`src/rtl/adc_rdport.sv`:
```
module adc_rdport #(
  parameter int          UPD_CYC  = 20,
  parameter logic [7:0]  RD_OPC   = 8'h12,
  parameter logic [7:0]  CSUM_KEY = 8'h9B,
  parameter int          SYNC_N   = 2
) (
  input  logic        clk,
  input  logic        rst_n,
  input  logic        conv_done,
  input  logic [23:0] conv_data,
  input  logic        csum_en,
  input  logic        pulse_mode,
  input  logic        sclk,
  input  logic        cs_n,
  input  logic        din,
  output logic        dout,
  output logic        dout_en,
  output logic        drdy_n,
  output logic        drdy_bit,
  output logic        rd_err
);
  localparam int DW = 24;
  localparam int NB = DW + 8;
  localparam int PW = $clog2(NB);
  localparam int CW = $clog2(UPD_CYC + 1);
  localparam logic [PW-1:0] TOP    = PW'(NB - 1);
  localparam logic [PW-1:0] LAST_C = PW'(NB - 1);
  localparam logic [PW-1:0] LAST_D = PW'(DW - 1);

  logic [SYNC_N:0] sclk_s, cs_s, din_s;
  logic [DW-1:0]   res_q, stage_q;
  logic [CW-1:0]   cnt_q;
  logic [PW-1:0]   ptr_q;
  logic [6:0]      cmd_q;
  logic [2:0]      cbit_q;
  logic pend_q, drdy_q, frame_q, first_q, started_q, dout_q, err_q;

  always_ff @(posedge clk or negedge rst_n)
    if (!rst_n) begin
      sclk_s <= '0;
      cs_s   <= '1;
      din_s  <= '0;
    end else begin
      sclk_s <= {sclk_s[SYNC_N-1:0], sclk};
      cs_s   <= {cs_s[SYNC_N-1:0], cs_n};
      din_s  <= {din_s[SYNC_N-1:0], din};
    end

  wire rise  = sclk_s[SYNC_N-1] & ~sclk_s[SYNC_N];
  wire fall  = ~sclk_s[SYNC_N-1] & sclk_s[SYNC_N];
  wire cs_l  = ~cs_s[SYNC_N-1];
  wire din_b = din_s[SYNC_N-1];

  wire [7:0]    csum     = res_q[23:16] + res_q[15:8] + res_q[7:0] + CSUM_KEY;
  wire [NB-1:0] word     = {res_q, csum};
  wire [PW-1:0] last     = csum_en ? LAST_C : LAST_D;
  wire [7:0]    cmd_full = {cmd_q, din_b};
  wire cmd_done = fall && cs_l && !frame_q && cbit_q == 3'd7;
  wire hit      = cmd_done && cmd_full == RD_OPC;
  wire in_win   = cnt_q != '0;
  wire start    = hit && !in_win;
  wire end_bnd  = rise && frame_q && pend_q && started_q && ptr_q == '0;
  wire load     = pend_q && !frame_q;

  always_ff @(posedge clk or negedge rst_n)
    if (!rst_n) begin
      cnt_q   <= '0;
      stage_q <= '0;
      pend_q  <= 1'b0;
      res_q   <= '0;
    end else begin
      if (conv_done) begin
        cnt_q   <= CW'(UPD_CYC);
        stage_q <= conv_data;
      end else if (in_win) begin
        cnt_q <= cnt_q - 1'b1;
      end
      if (conv_done)                 pend_q <= 1'b0;
      else if (cnt_q == CW'(1))      pend_q <= 1'b1;
      else if (load)                 pend_q <= 1'b0;
      if (load) res_q <= stage_q;
    end

  always_ff @(posedge clk or negedge rst_n)
    if (!rst_n) begin
      drdy_q  <= 1'b1;
      first_q <= 1'b0;
    end else begin
      if (conv_done)                                    drdy_q <= 1'b1;
      else if (load)                                    drdy_q <= 1'b0;
      else if (fall && frame_q && first_q && !pulse_mode) drdy_q <= 1'b1;
      if (start)                 first_q <= 1'b1;
      else if (fall && frame_q)  first_q <= 1'b0;
    end

  always_ff @(posedge clk or negedge rst_n)
    if (!rst_n) begin
      frame_q   <= 1'b0;
      ptr_q     <= '0;
      started_q <= 1'b0;
      dout_q    <= 1'b0;
    end else begin
      if (!cs_l)        frame_q <= 1'b0;
      else if (start)   frame_q <= 1'b1;
      else if (end_bnd) frame_q <= 1'b0;
      if (start) begin
        ptr_q     <= '0;
        started_q <= 1'b0;
      end else if (frame_q && cs_l && rise && !end_bnd) begin
        ptr_q     <= (ptr_q == last) ? '0 : ptr_q + 1'b1;
        started_q <= 1'b1;
      end
      if (!frame_q || !cs_l) dout_q <= 1'b0;
      else if (rise)         dout_q <= end_bnd ? 1'b0 : word[TOP - ptr_q];
    end

  always_ff @(posedge clk or negedge rst_n)
    if (!rst_n) begin
      cmd_q  <= '0;
      cbit_q <= '0;
      err_q  <= 1'b0;
    end else begin
      if (!cs_l || frame_q) begin
        cbit_q <= '0;
      end else if (fall) begin
        cmd_q  <= cmd_full[6:0];
        cbit_q <= cbit_q + 1'b1;
      end
      err_q <= hit && in_win;
    end

  assign dout     = dout_q;
  assign dout_en  = cs_l;
  assign drdy_n   = drdy_q;
  assign drdy_bit = drdy_q;
  assign rd_err   = err_q;

  a_r8_err_no_frame: assert property (@(posedge clk) disable iff (!rst_n)
    err_q |-> !frame_q);
  a_r11_res_stable_in_frame: assert property (@(posedge clk) disable iff (!rst_n)
    (frame_q && $past(frame_q)) |-> $stable(res_q));
  a_r10_idle_low: assert property (@(posedge clk) disable iff (!rst_n)
    $past(!frame_q) |-> !dout_q);
  a_r7_pulse_hold: assert property (@(posedge clk) disable iff (!rst_n)
    (pulse_mode && !drdy_q && !conv_done) |=> !drdy_q);
  a_r5_fall_on_load: assert property (@(posedge clk) disable iff (!rst_n)
    $fell(drdy_q) |-> $past(pend_q));
  a_r9_cs_abort: assert property (@(posedge clk) disable iff (!rst_n)
    !cs_l |=> !frame_q);
endmodule

```
`config.mk`:
```
export PLATFORM = sky130hd
export DESIGN_NAME = adc_rdport
export DESIGN_NICKNAME = d
export VERILOG_FILES = /design/src/rtl/adc_rdport.sv
export SDC_FILE = /design/constraint.sdc
export NUM_CORES = 1
export LEC_CHECK = 0
export BUFFER_PORTS_ARGS = -buffer_cell sky130_fd_sc_hd__buf_4
export CORE_ASPECT_RATIO = 1.25
export CORE_UTILIZATION = 54
export DETAILED_ROUTE_END_ITERATION = 10
export PLACE_DENSITY = 0.82
export SLEW_MARGIN = 20
export SYNTH_ARGS = -nofsm -noshare
export SYNTH_HDL_FRONTEND = slang
export SYNTH_SLANG_ARGS = --single-unit
```
`constraint.sdc`:
```
create_clock -name clk -period 2.8 [get_ports clk]
set_input_delay 0.56 -clock clk [delete_from_list [all_inputs] [get_ports clk]]
set_output_delay 0.56 -clock clk [all_outputs]
set_load 0.1 [all_outputs]
```
# Word-level counts from Yosys, hierarchy flattened
# Index checks and enable logic that the tools add are counted.
# classes
reduce_logical	34
n_addsub	7
magnitude_cmp	1
n_eq_ne	4
muxes	26
bitwise	6
# ops
op	count
$mux 5	5
$logic_and 1x1->1	17
$mux 1	17
$add 8x8->8	2
$reduce_bool 2->1	5
$reduce_bool 3->1	3
$add 8x8->8 const B	1
$eq 8x5->1 const B	1
$lt 5x6->1 const B	1
$mux 3	2
$add 5x1->5 const B	1
$bmux 1 s5	1
$eq 5x1->1 const B	1
$eq 5x5->1	1
$logic_not 5->1	1
$reduce_bool 5->1	1
$sub 5x1->5 const B	1
$sub 5x5->5 const A	1
$logic_not 1->1	4
$mux 4	1
$not 1->1	4
$add 3x1->3 const B	1
$eq 3x3->1 const B	1
$and 1x1->1	2
other kinds (2)	3
# totals
elab_cells	94
out_inout_bits	5
ff_bits	82
inputBits	32

# Depth between registers and ports, before layout
# Gate-level depths: netlist of the first run.
# depth
ltp_word	10
mapped_depth	13
ltp_nobuf	13

# Worst setup path after synthesis of the first run
# No wires, ideal clock.
# synth_path
path_type	reg2reg
startpoint	register res_q[1]
endpoint	register dout_q, in the netlist dout
path_stages_with_launch	14
arrival_time_ps	2786
path_slack_ps	-80
t_required_ps	2706
setup_ps	94
path_buffers	0
path_cell_list	dfrtp_1 inv_1 ha_1 fa_1 inv_1 ha_1 inv_1 fa_1 nand2b_1 a21oi_1 o22ai_1 xnor2_1 a311o_1 a221oi_2
# synth_via
elab_chain_len	7
# synth_lines
item	line	source
from (decl)	31	logic [DW-1:0] res_q, stage_q;
from (signal assigned)	81	if (load) res_q <= stage_q;
$add 8x8->8 (2 in a row)	54	wire [7:0] csum = res_q[23:16] + res_q[15:8] + res_q[7:0] + CSUM_KEY;
$bmux 1 s5 (*)	114	else if (rise) dout_q <= end_bnd ? 1'b0 : word[TOP - ptr_q];
$mux 1 (not written as such) (*)	114	
$mux 1 (*) (2 in a row)	114	
$mux 1 (*)	113	if (!frame_q || !cs_l) dout_q <= 1'b0;
to (signal assigned)	114	
to (decl)	36	logic pend_q, drdy_q, frame_q, first_q, started_q, dout_q, err_q;
# Every way passes the cells marked *; elsewhere a longest branch is shown, timed or not. The select of a mux whose other input is x is not followed.
# A chain may end at the register's enable or synchronous reset.

# Worst setup path after layout of the first run
# Same ends and word-level chain as after synthesis.

==> results.sh, run 1 <==
export IMPL_status="finished with violations"
export IMPL_violations="setup timing"
export IMPL_multi_input_area_um2=1890
export IMPL_num_fill_cells=538
export IMPL_comb_power_share_pct=37.2
export IMPL_powerDensity_nw_per_um2=775
export IMPL_critPathLaunchType="flop"
export IMPL_grt_pass1_vias=2897
export IMPL_syn_area_um2=4140
export IMPL_cts_buffer_depth=2
export IMPL_die_h_um=99.9
export IMPL_grt_util_all_layers_pct=21.6
export IMPL_drv_cap=0
export IMPL_yosysSeqAreaShare_pct=49.7
export IMPL_routed_wl_mm=7.63
export IMPL_stdcell_count=505
export IMPL_synthAdderAreaFrac_pct=9.43
export IMPL_portBuffers=36
export IMPL_syn_inst=361
export IMPL_h_tree_depth=3
export IMPL_first_iter_violations=157
export IMPL_synth_top_family_by_area="multiplexers"
export IMPL_setup_viol=1
export IMPL_postCtsHoldBufs=0
export IMPL_synth_mux_area_share_pct=14.4
export IMPL_period_minus_slack_ps=2900
export IMPL_cp_arrival_ps=3160
export IMPL_cts_buffers=9
export IMPL_synthArstFlopShare_pct=100
export IMPL_gp_congestion=0.834
export IMPL_ys_warn_count=0
export IMPL_worstSkewPairLatency_ps=360
export IMPL_worstSetupPathType="reg2reg"
export IMPL_worst_setup_path_end_kind="flop"
export IMPL_yosys_area_share_simple_pct=9.55
export IMPL_max_freq_mhz=344
export IMPL_irDropWorstVdd_uv=564
export IMPL_synth_nets=420
export IMPL_seqCellArea_um2=2060
export IMPL_synth_compound_area_share_pct=9.34
export IMPL_sw_frac_of_total_pct=33.0
export IMPL_die_area_um2=8020
export IMPL_diodes=0
export IMPL_p_leak_nw=2.25
export IMPL_synth_xor_area_share_pct=2.12
export IMPL_seqPwrFrac_pct=39.3
export IMPL_ys_ff_latch=82
export IMPL_p_switching_mw=1.23
export IMPL_avgViaCountPerCell=5.62
export IMPL_avgSynthCellArea_um2=11.5
export IMPL_cts_tree="done"
export IMPL_finalPower_mw=3.72
export IMPL_power_frac_clock_pct=23.5
export IMPL_finalWorstSetupSlack_ps=-104
export IMPL_clock_sinks=82
export IMPL_layout_drive_gt1_share_pct=31.7
export IMPL_finClkSkew_ps=11.4
export IMPL_io_pins=37
export IMPL_worst_pin_slew_ps=737
export IMPL_final_hold_violation_count=0
export IMPL_rsz0062_at_grt="yes"
export IMPL_fin_crit_sh_pct=104
export IMPL_initial_core_util_pct=55.9
export IMPL_wl_per_cell_um=15.1
export IMPL_dp_cells=486
export IMPL_grt_pass1_wl_mm=13.1
export IMPL_synth_edff_count=0
export IMPL_drv_slew=0
export IMPL_syn2layout_area_growth_pct=16.0
export IMPL_drc=0
export IMPL_cts_root_buf="clkbuf_8"
export IMPL_place_detailed_hpwl_mm=5.47
export IMPL_grt_ovfl_total=0
export IMPL_nets=467
export IMPL_intPower_mw=2.49
export IMPL_synth_top_flop_cell="dfrtp_1"
export IMPL_cp_max_fo=2
export IMPL_antenna_found_initial=0
export IMPL_slew_headroom_pct=50.9
export IMPL_vias=2837
export IMPL_fp_row_count=35
export IMPL_core_um2=7400
export IMPL_hp_class="in2async"
export IMPL_synthDistinctLibCells=53
export IMPL_clk_pin_slew_ps=90
export IMPL_ant_nets=0
export IMPL_chipWidth_um=80.3
export IMPL_required_ps=3060
export IMPL_grt_max_degree=83
export IMPL_firstDrtPassIters=4
## what timing repair did
action / CTS / global route
pin swaps: 4 / 0
setup buffers: 3 / 0
gates resized for setup: 5 / 0
endpoints found under the setup margin: 1 / 1
## cell usage in the layout, fill, tap and decap left out, types with 3 or more instances in the layout
cell type  Yosys  routed
dfrtp_1       79      79
buf_4          2      50
mux2_2        39      39
inv_1         40      37
nand2_1       29      29
o21ai_0       29      28
ha_1          20      18
nor2_1        14      14
clkbuf_8       0       9
xnor2_1        7       7
nor3_1         6       6
a21oi_1        8       6
fa_1           7       6
nand3_1        5       5
inv_2          1       4
nand2b_1       5       4
mux2i_1        4       4
mux4_2         4       4
or3_1          3       3
nand4_1        3       3
xor2_1         3       3
dfstp_2        3       3
## synth_stat cells (6+ instances only)
master | instances | area share [%]
xnor2_1 | 7 | 1.5
ha_1 | 20 | 6.0
mux2_2 | 39 | 11
nand2_1 | 29 | 2.6
dfrtp_1 | 79 | 48
o21ai_0 | 29 | 3.5
inv_1 | 40 | 3.6
fa_1 | 7 | 3.4
nor2_1 | 14 | 1.3
a21oi_1 | 8 | 0.97
nor3_1 | 6 | 0.73
clkbuf_1 | 6 | 0.54
## cell type report
| type | instances | share of cell area [%] |
|---|---|---|
| Multi-Input combinational cell | 223 | 39.4 |
| Timing Repair Buffer | 51 | 8.05 |
| Inverter | 41 | 3.20 |
| Clock inverter | 7 | 1.62 |
| Tap cell | 92 | 2.40 |
| Sequential cell | 82 | 42.8 |
| Clock buffer | 9 | 2.58 |
## cells by family (layout without fill, tap and decap cells)
kind of cell,after synthesis,after routing
AO/OA/AOI/OAI,61,61
XOR/XNOR,10,10
multiplexers,48,48
flip-flops,82,82
buffers and inverters,56,108
AND/OR/NAND/NOR,77,77
adder cells (fa/ha/maj),27,27
## registers in the layout, summed over array words and instances (netlist names)
signal and flops:
started_q 1, ptr_q 5, first_q 1, res_q 24
pend_q 1, cbit_q 3, cmd_q 7, sclk_s 3
frame_q 1, cs_s 2, rd_err 1, cnt_q 5
drdy_bit 1, dout 1, stage_q 24, din_s 2
## stage by stage
step                      instance area, um^2  hold slack (ps)  util, %  worst slack, ps  setup TNS, ps
after floorplan                          4170              264        -             10.3              0
after global placement                   4570              334     61.7            -31.3          -31.3
after detailed placement                 4570              336     61.7             -114           -114
after CTS                                4800              286     64.9            -69.7          -69.7
after global routing                     4800              275     64.9             -282           -282
final                                    4800              219     64.9             -104           -104
## power groups by stage
stage	logic [mW]	clock network, mW	registers, mW
global route	1.54	0.939	1.49
CTS	1.38	0.889	1.46
floorplan	0.961	0	1.46
global placement	1.26	0	1.48
detailed placement	1.32	0	1.49
finish	1.38	0.875	1.46
## layer usage
| metal | up-vias | share of wire (%) | global-route usage, % | wire length, um |
|---|---|---|---|---|
| li1 | 1333 | - | - | - |
| met5 | - | 0 | 0 | 0 |
| met4 | 0 | 3.0 | 10.2 | 228 |
| met1 | 1424 | 42 | 25.9 | 3230 |
| met3 | 21 | 3.0 | 4.55 | 228 |
| met2 | 59 | 52 | 36.9 | 3950 |
## path summary, 6_finish.rpt
path	slack, ps	startpoint	endpoint	depth (start not counted)
worst max register to register	-100	res_q[1]	dout	13
worst min register to register	360	sclk_s[0]	sclk_s[1]	0
min in group clk	300	cs_n	cs_s[0]	1
max in group asynchronous	2060	rst_n	res_q[16]	1
worst min-delay path	220	rst_n	cbit_q[0]	1
worst max-delay path	-100	res_q[1]	dout	13
## critical path, cell delays in order (launching register included)
cell,delay [ps]
dfrtp_1,390
inv_2,80
ha_4,200
fa_1,450
inv_1,70
ha_2,180
inv_2,40
fa_2,340
nand2b_4,150
a21oi_2,130
xor2_1,150
a311oi_1,100
a311o_1,300
a221oi_2,220
Power figures use the tool's default switching activity.
==> run 2: changes to the inputs <==
- PLACE_DENSITY: 0.82 -> 0.76
==> results.sh, run 2 (synthesized netlist as in run 1, its figures left out) <==
export IMPL_fp_row_count=35
export IMPL_grt_util_all_layers_pct=20.9
export IMPL_cts_buffer_depth=2
export IMPL_grt_pass1_wl_mm=12.7
export IMPL_layout_drive_gt1_share_pct=30.6
export IMPL_fin_crit_sh_pct=104
export IMPL_crit_path_start="res_q[9]"
export IMPL_violations="setup timing"
export IMPL_finalWorstSetupSlack_ps=-121
export IMPL_cts_buffers=9
export IMPL_final_util_pct=64.4
export IMPL_stdcell_area_um2=4770
export IMPL_sw_frac_of_total_pct=32.6
export IMPL_status="finished with violations"
export IMPL_pre_cts_slack_ps=-155
export IMPL_h_tree_depth=3
export IMPL_grt_pass1_vias=2893
export IMPL_reg2reg_depth=13
export IMPL_seqPwrFrac_pct=40.3
export IMPL_setup_viol=1
export IMPL_first_iter_violations=86
export IMPL_cts_root_buf="clkbuf_8"
export IMPL_rrSetupSlack_ps=-120
export IMPL_hp_class="in2async"
export IMPL_worst_pin_slew_ps=722
export IMPL_final_hold_violation_count=0
export IMPL_grt_ovfl_total=0
export IMPL_timing_rr_start="res_q[9]"
export IMPL_comb_power_share_pct=36.5
export IMPL_portBuffers=36
export IMPL_layout_common_cells="dfrtp_1, buf_4, mux2_2"
export IMPL_worst_setup_path_end_kind="flop"
export IMPL_die_area_um2=8020
export IMPL_cts_tree="done"
export IMPL_drv_slew=0
export IMPL_critPathLaunchType="flop"
export IMPL_rsz0062_at_grt="yes"
export IMPL_postCtsHoldBufs=0
export IMPL_cp_max_fo=2
export IMPL_grt_max_degree=46
export IMPL_die_h_um=99.9
export IMPL_top_regs="res_q (24), stage_q (24), cmd_q (7)"
export IMPL_diodes=0
export IMPL_final_common_cell="dfrtp_1"
export IMPL_antenna_found_initial=0
export IMPL_intPower_mw=2.44
export IMPL_power_frac_clock_pct=23.1
export IMPL_required_ps=3050
export IMPL_irDropWorstVdd_uv=445
export IMPL_io_pins=37
export IMPL_ant_nets=0
export IMPL_drc=0
export IMPL_period_minus_slack_ps=2920
export IMPL_path_cells="inv_2 > ha_4 > fa_1 > inv_1 > ha_2 > inv_2 > fa_2 > nand2b_4 > a21oi_2 > xor2_1 > a311oi_1 > a311o_1 > a221oi_2"
export IMPL_cpLargestDelayFamily="adder cells"
export IMPL_cpMaxStageDelayCell="fa_1"
export IMPL_powerDensity_nw_per_um2=760
export IMPL_wl_per_cell_um=14.7
export IMPL_clk_pin_slew_ps=80
export IMPL_avgViaCountPerCell=5.53
export IMPL_dp_cells=483
export IMPL_firstDrtPassIters=4
export IMPL_initial_core_util_pct=55.9
export IMPL_stdcell_count=500
export IMPL_crit_buf_inv=3
export IMPL_chipWidth_um=80.3
export IMPL_finClkSkew_ps=7.46
export IMPL_worstSkewPairLatency_ps=350
export IMPL_p_switching_mw=1.18
export IMPL_tns_ps=-121
export IMPL_gp_congestion=0.850
export IMPL_cp_arrival_ps=3170
export IMPL_crit_cells=13
export IMPL_worstSetupPathType="reg2reg"
export IMPL_drv_cap=0
export IMPL_vias=2765
export IMPL_dpl_cell_area_um2=4560
export IMPL_core_um2=7400
export IMPL_max_freq_mhz=342
export IMPL_p_leak_nw=2.21
export IMPL_routed_wl_mm=7.34
export IMPL_clock_sinks=82
export IMPL_slew_headroom_pct=51.6
export IMPL_slowest_delay_ps=440
export IMPL_rr_endpoint="dout"
export IMPL_syn2layout_area_growth_pct=15.1
export IMPL_nets=462
export IMPL_crit_end="dout"
export IMPL_critPathMostFrequentCell="inv_2"
export IMPL_place_detailed_hpwl_mm=5.46
[run 2: cell types whose count changed in the layout (fill, tap and decap cells not counted), sizes merged]
cell,before,now
clkinvlp,0,3
clkbuf,9,10
clkinv,4,1
inv,43,42
buf,51,46
[run 2: through the flow]
step           power [mW]  hold WS [ps]
6_report             3.62           167
3_3_place_gp         2.70           337
4_1_cts              3.65           169
3_5_place_dp         2.76           345
5_1_grt              3.88           197
2_1_floorplan        2.42           264
[run 2: worst min path at each step]
stage / start / to / depth (start not counted)
floorplan: rst_n / cbit_q[0] / 0
global placement: din_s[0] / din_s[1] / 0
detailed placement: sclk_s[0] / sclk_s[1] / 0
CTS: rst_n / cmd_q[0] / 1
global route: rst_n / cmd_q[0] / 1
finish: rst_n / cmd_q[0] / 1
[run 2: final cells by class]
cell class,count,area (um^2)
Multi-Input combinational cell,223,1890
Inverter,41,154
Clock buffer,10,128
Fill cell,579,2630
Sequential cell,82,2060
Timing Repair Buffer,46,358
Tap cell,92,115
Clock inverter,6,66.3
[run 2: layer usage]
metal / wire (um) / vias up / track usage [%]
met5: 0 / - / 0
met4: 184 / 0 / 9.75
met3: 232 / 16 / 4.45
met2: 3740 / 59 / 35.0
met1: 3180 / 1371 / 25.6
li1: - / 1319 / -
[run 2: timing repair]
| item | CTS | global route |
|---|---|---|
| resized for setup | 5 | 0 |
| pin swaps | 5 | 0 |
| buffers inserted | 1 | 0 |
| endpoints found under the setup margin | 1 | 1 |
[run 2: worst reg2reg max path: cells and delay by family, from the launching register on]
kind            cells  cell delay [ps]
buf+inv             3              180
simple gates        1              150
flops               1              380
fa+ha+maj           4             1160
xor+xnor            1              160
compound gates      4              800
[run 2: power groups by stage]
stage | Sequential, mW | Clock [mW] | Combinational, mW
after floorplan | 1.46 | 0 | 0.961
after global placement | 1.48 | 0 | 1.23
after detailed placement | 1.48 | 0 | 1.28
after CTS | 1.46 | 0.862 | 1.33
after global routing | 1.48 | 0.913 | 1.48
final | 1.46 | 0.838 | 1.32
==> run 3: changes to the inputs <==
--- a/config.mk
+++ b/config.mk
@@ -6,9 +6,9 @@
 export NUM_CORES = 1
 export LEC_CHECK = 0
-export BUFFER_PORTS_ARGS = -buffer_cell sky130_fd_sc_hd__buf_4
 export CORE_ASPECT_RATIO = 1.25
-export CORE_UTILIZATION = 54
+export CORE_UTILIZATION = 57
 export DETAILED_ROUTE_END_ITERATION = 10
-export PLACE_DENSITY = 0.76
+export DONT_BUFFER_PORTS = 1
+export PLACE_DENSITY = 0.75
 export SLEW_MARGIN = 20
 export SYNTH_ARGS = -nofsm -noshare
==> constraint.sdc (replaced) <==
create_clock -name clk -period 2.8 [get_ports clk]
set_input_delay 0 -clock clk [delete_from_list [all_inputs] [get_ports clk]]
set_output_delay 0 -clock clk [all_outputs]
set_load 0.1 [all_outputs]
==> results.sh, run 3 (synthesized netlist as in run 1, its figures left out) <==
export IMPL_chipWidth_um=78.2
export IMPL_grt_util_met1_pct=27.5
export IMPL_fin_crit_sh_pct=102
export IMPL_nets=465
export IMPL_dpl_cell_area_um2=4320
export IMPL_worstSetupPathType="reg2reg"
export IMPL_final_hold_violation_count=0
export IMPL_stdcell_count=501
export IMPL_required_ps=3070
export IMPL_worstSkewPairLatency_ps=360
export IMPL_diodes=0
export IMPL_dp_cells=451
export IMPL_grt_pass1_vias=2996
export IMPL_p_switching_mw=1.27
export IMPL_cts_buffers=9
export IMPL_cts_tree="done"
export IMPL_drc=0
export IMPL_powerDensity_nw_per_um2=764
export IMPL_final_common_cell="dfrtp_1"
export IMPL_whs_path_depth=4
export IMPL_slew_headroom_pct=42.7
export IMPL_rrSetupSlack_ps=-70
export IMPL_stdcell_area_um2=4900
export IMPL_grt_util_all_layers_pct=24.6
export IMPL_grt_pass1_wl_mm=14.1
export IMPL_firstDrtPassIters=4
export IMPL_violations="setup timing"
export IMPL_drv_cap=0
export IMPL_critPathLaunchType="flop"
export IMPL_rr_endpoint="dout"
export IMPL_grt_max_degree=83
export IMPL_layout_common_cells="dfrtp_1, mux2_2, inv_1"
export IMPL_timing_rr_start="res_q[9]"
export IMPL_use_met2_pct=42.8
export IMPL_max_freq_mhz=349
export IMPL_cp_max_fo=2
export IMPL_sw_frac_of_total_pct=33.9
export IMPL_routed_wl_mm=8.39
export IMPL_clock_sinks=82
export IMPL_reg2reg_depth=13
export IMPL_setup_viol=1
export IMPL_die_area_um2=7610
export IMPL_drv_slew=0
export IMPL_status="finished with violations"
export IMPL_rsz0062_at_grt="yes"
export IMPL_cts_buffer_depth=2
export IMPL_antenna_found_initial=0
export IMPL_hp_class="in2reg"
export IMPL_place_detailed_hpwl_mm=5.51
export IMPL_use_met3_pct=5.07
export IMPL_min_to="ptr_q[3]"
export IMPL_num_fill_cells=522
export IMPL_pre_cts_slack_ps=-114
export IMPL_top_regs="res_q (24), stage_q (24), cmd_q (7)"
export IMPL_io_pins=37
export IMPL_core_um2=6980
export IMPL_grt_ovfl_total=0
export IMPL_avgViaCountPerCell=5.54
export IMPL_portBuffers=0
export IMPL_crit_path_start="res_q[9]"
export IMPL_die_h_um=97.3
export IMPL_seqPwrFrac_pct=39.1
export IMPL_cts_root_buf="clkbuf_8"
export IMPL_finalWorstSetupSlack_ps=-68.0
export IMPL_cp_arrival_ps=3130
export IMPL_whs_ps=67.0
export IMPL_ant_nets=0
export IMPL_fp_row_count=34
export IMPL_layout_drive_gt1_share_pct=24.6
export IMPL_initial_core_util_pct=59.3
export IMPL_min_from="csum_en"
export IMPL_worst_setup_path_end_kind="flop"
export IMPL_wl_per_cell_um=16.7
export IMPL_period_minus_slack_ps=2870
export IMPL_finalPower_mw=3.74
export IMPL_busiest_layer="met2"
export IMPL_comb_power_share_pct=39.3
export IMPL_power_frac_clock_pct=21.6
export IMPL_worst_pin_slew_ps=860
export IMPL_gp_congestion=0.866
export IMPL_syn2layout_area_growth_pct=18.4
export IMPL_vias=2776
export IMPL_first_iter_violations=183
export IMPL_intPower_mw=2.47
export IMPL_p_leak_nw=2.21
export IMPL_irDropWorstVdd_uv=496
export IMPL_h_tree_depth=3
export IMPL_finClkSkew_ps=8.46
export IMPL_clk_pin_slew_ps=90
[run 3: changes by cell type in the layout (fill, tap and decap cells not counted), sizes merged]
cell         change
inv              +2
buf             -29
bufinv           -1
clkinvlp         -1
dlygate4sd3     +32
[run 3: metal layers]
metal / vias to the layer above / wire length (um)
met2: 63 / 4590
li1: 1327 / -
met1: 1365 / 3270
met4: 0 / 231
met3: 21 / 305
met5: - / 0
[run 3: worst max-delay path by stage]
stage	end	slack, ps	cells past startpoint
4_1_cts	dout	-70	13
3_5_place_dp	dout	-110	13
6_report	dout	-70	13
2_1_floorplan	dout	10	13
5_1_grt	dout	-210	13
3_3_place_gp	dout	-20	13
[run 3: critical path, stage by stage, from the launching register on]
cell	delay, ps
dfrtp_1	380
inv_2	80
ha_4	200
fa_1	440
inv_1	70
ha_2	180
inv_2	40
fa_2	340
nand2b_4	150
a21oi_2	120
xor2_1	150
a311oi_1	110
a311o_1	300
a221oi_2	210
[run 3: cell type report]
type | instances | area (um^2) | share of cell area [%]
repair buffers | 49 | 480 | 9.80
inverters | 41 | 154 | 3.14
flip-flops and latches | 82 | 2060 | 41.9
clock buffers | 10 | 138 | 2.81
clock inverters | 6 | 48.8 | 0.996
multi-input cells | 223 | 1910 | 39.0
well taps | 90 | 113 | 2.30
[run 3: timing repair]
item	in CTS	in global routing
setup buffers	0	0
endpoints found under the setup margin	1	1
resized for setup	5	4
pin swaps	4	2
hold endpoints to repair	119	0
hold buffers	34	0
[run 3: power by group through the flow]
stage	combinational [mW]	clock, mW	sequential [mW]
2_1_floorplan	0.961	0	1.46
3_3_place_gp	1.24	0	1.48
3_5_place_dp	1.29	0	1.48
4_1_cts	1.45	0.828	1.46
5_1_grt	1.62	0.871	1.48
6_report	1.47	0.808	1.46
[run 3: through the flow]
stage               TNS [ps]  utilization, %
floorplan                  0               -
global placement       -22.7            61.9
detailed placement      -114            61.9
CTS                    -70.2            70.2
global route            -209            70.2
finish                 -68.0            70.2
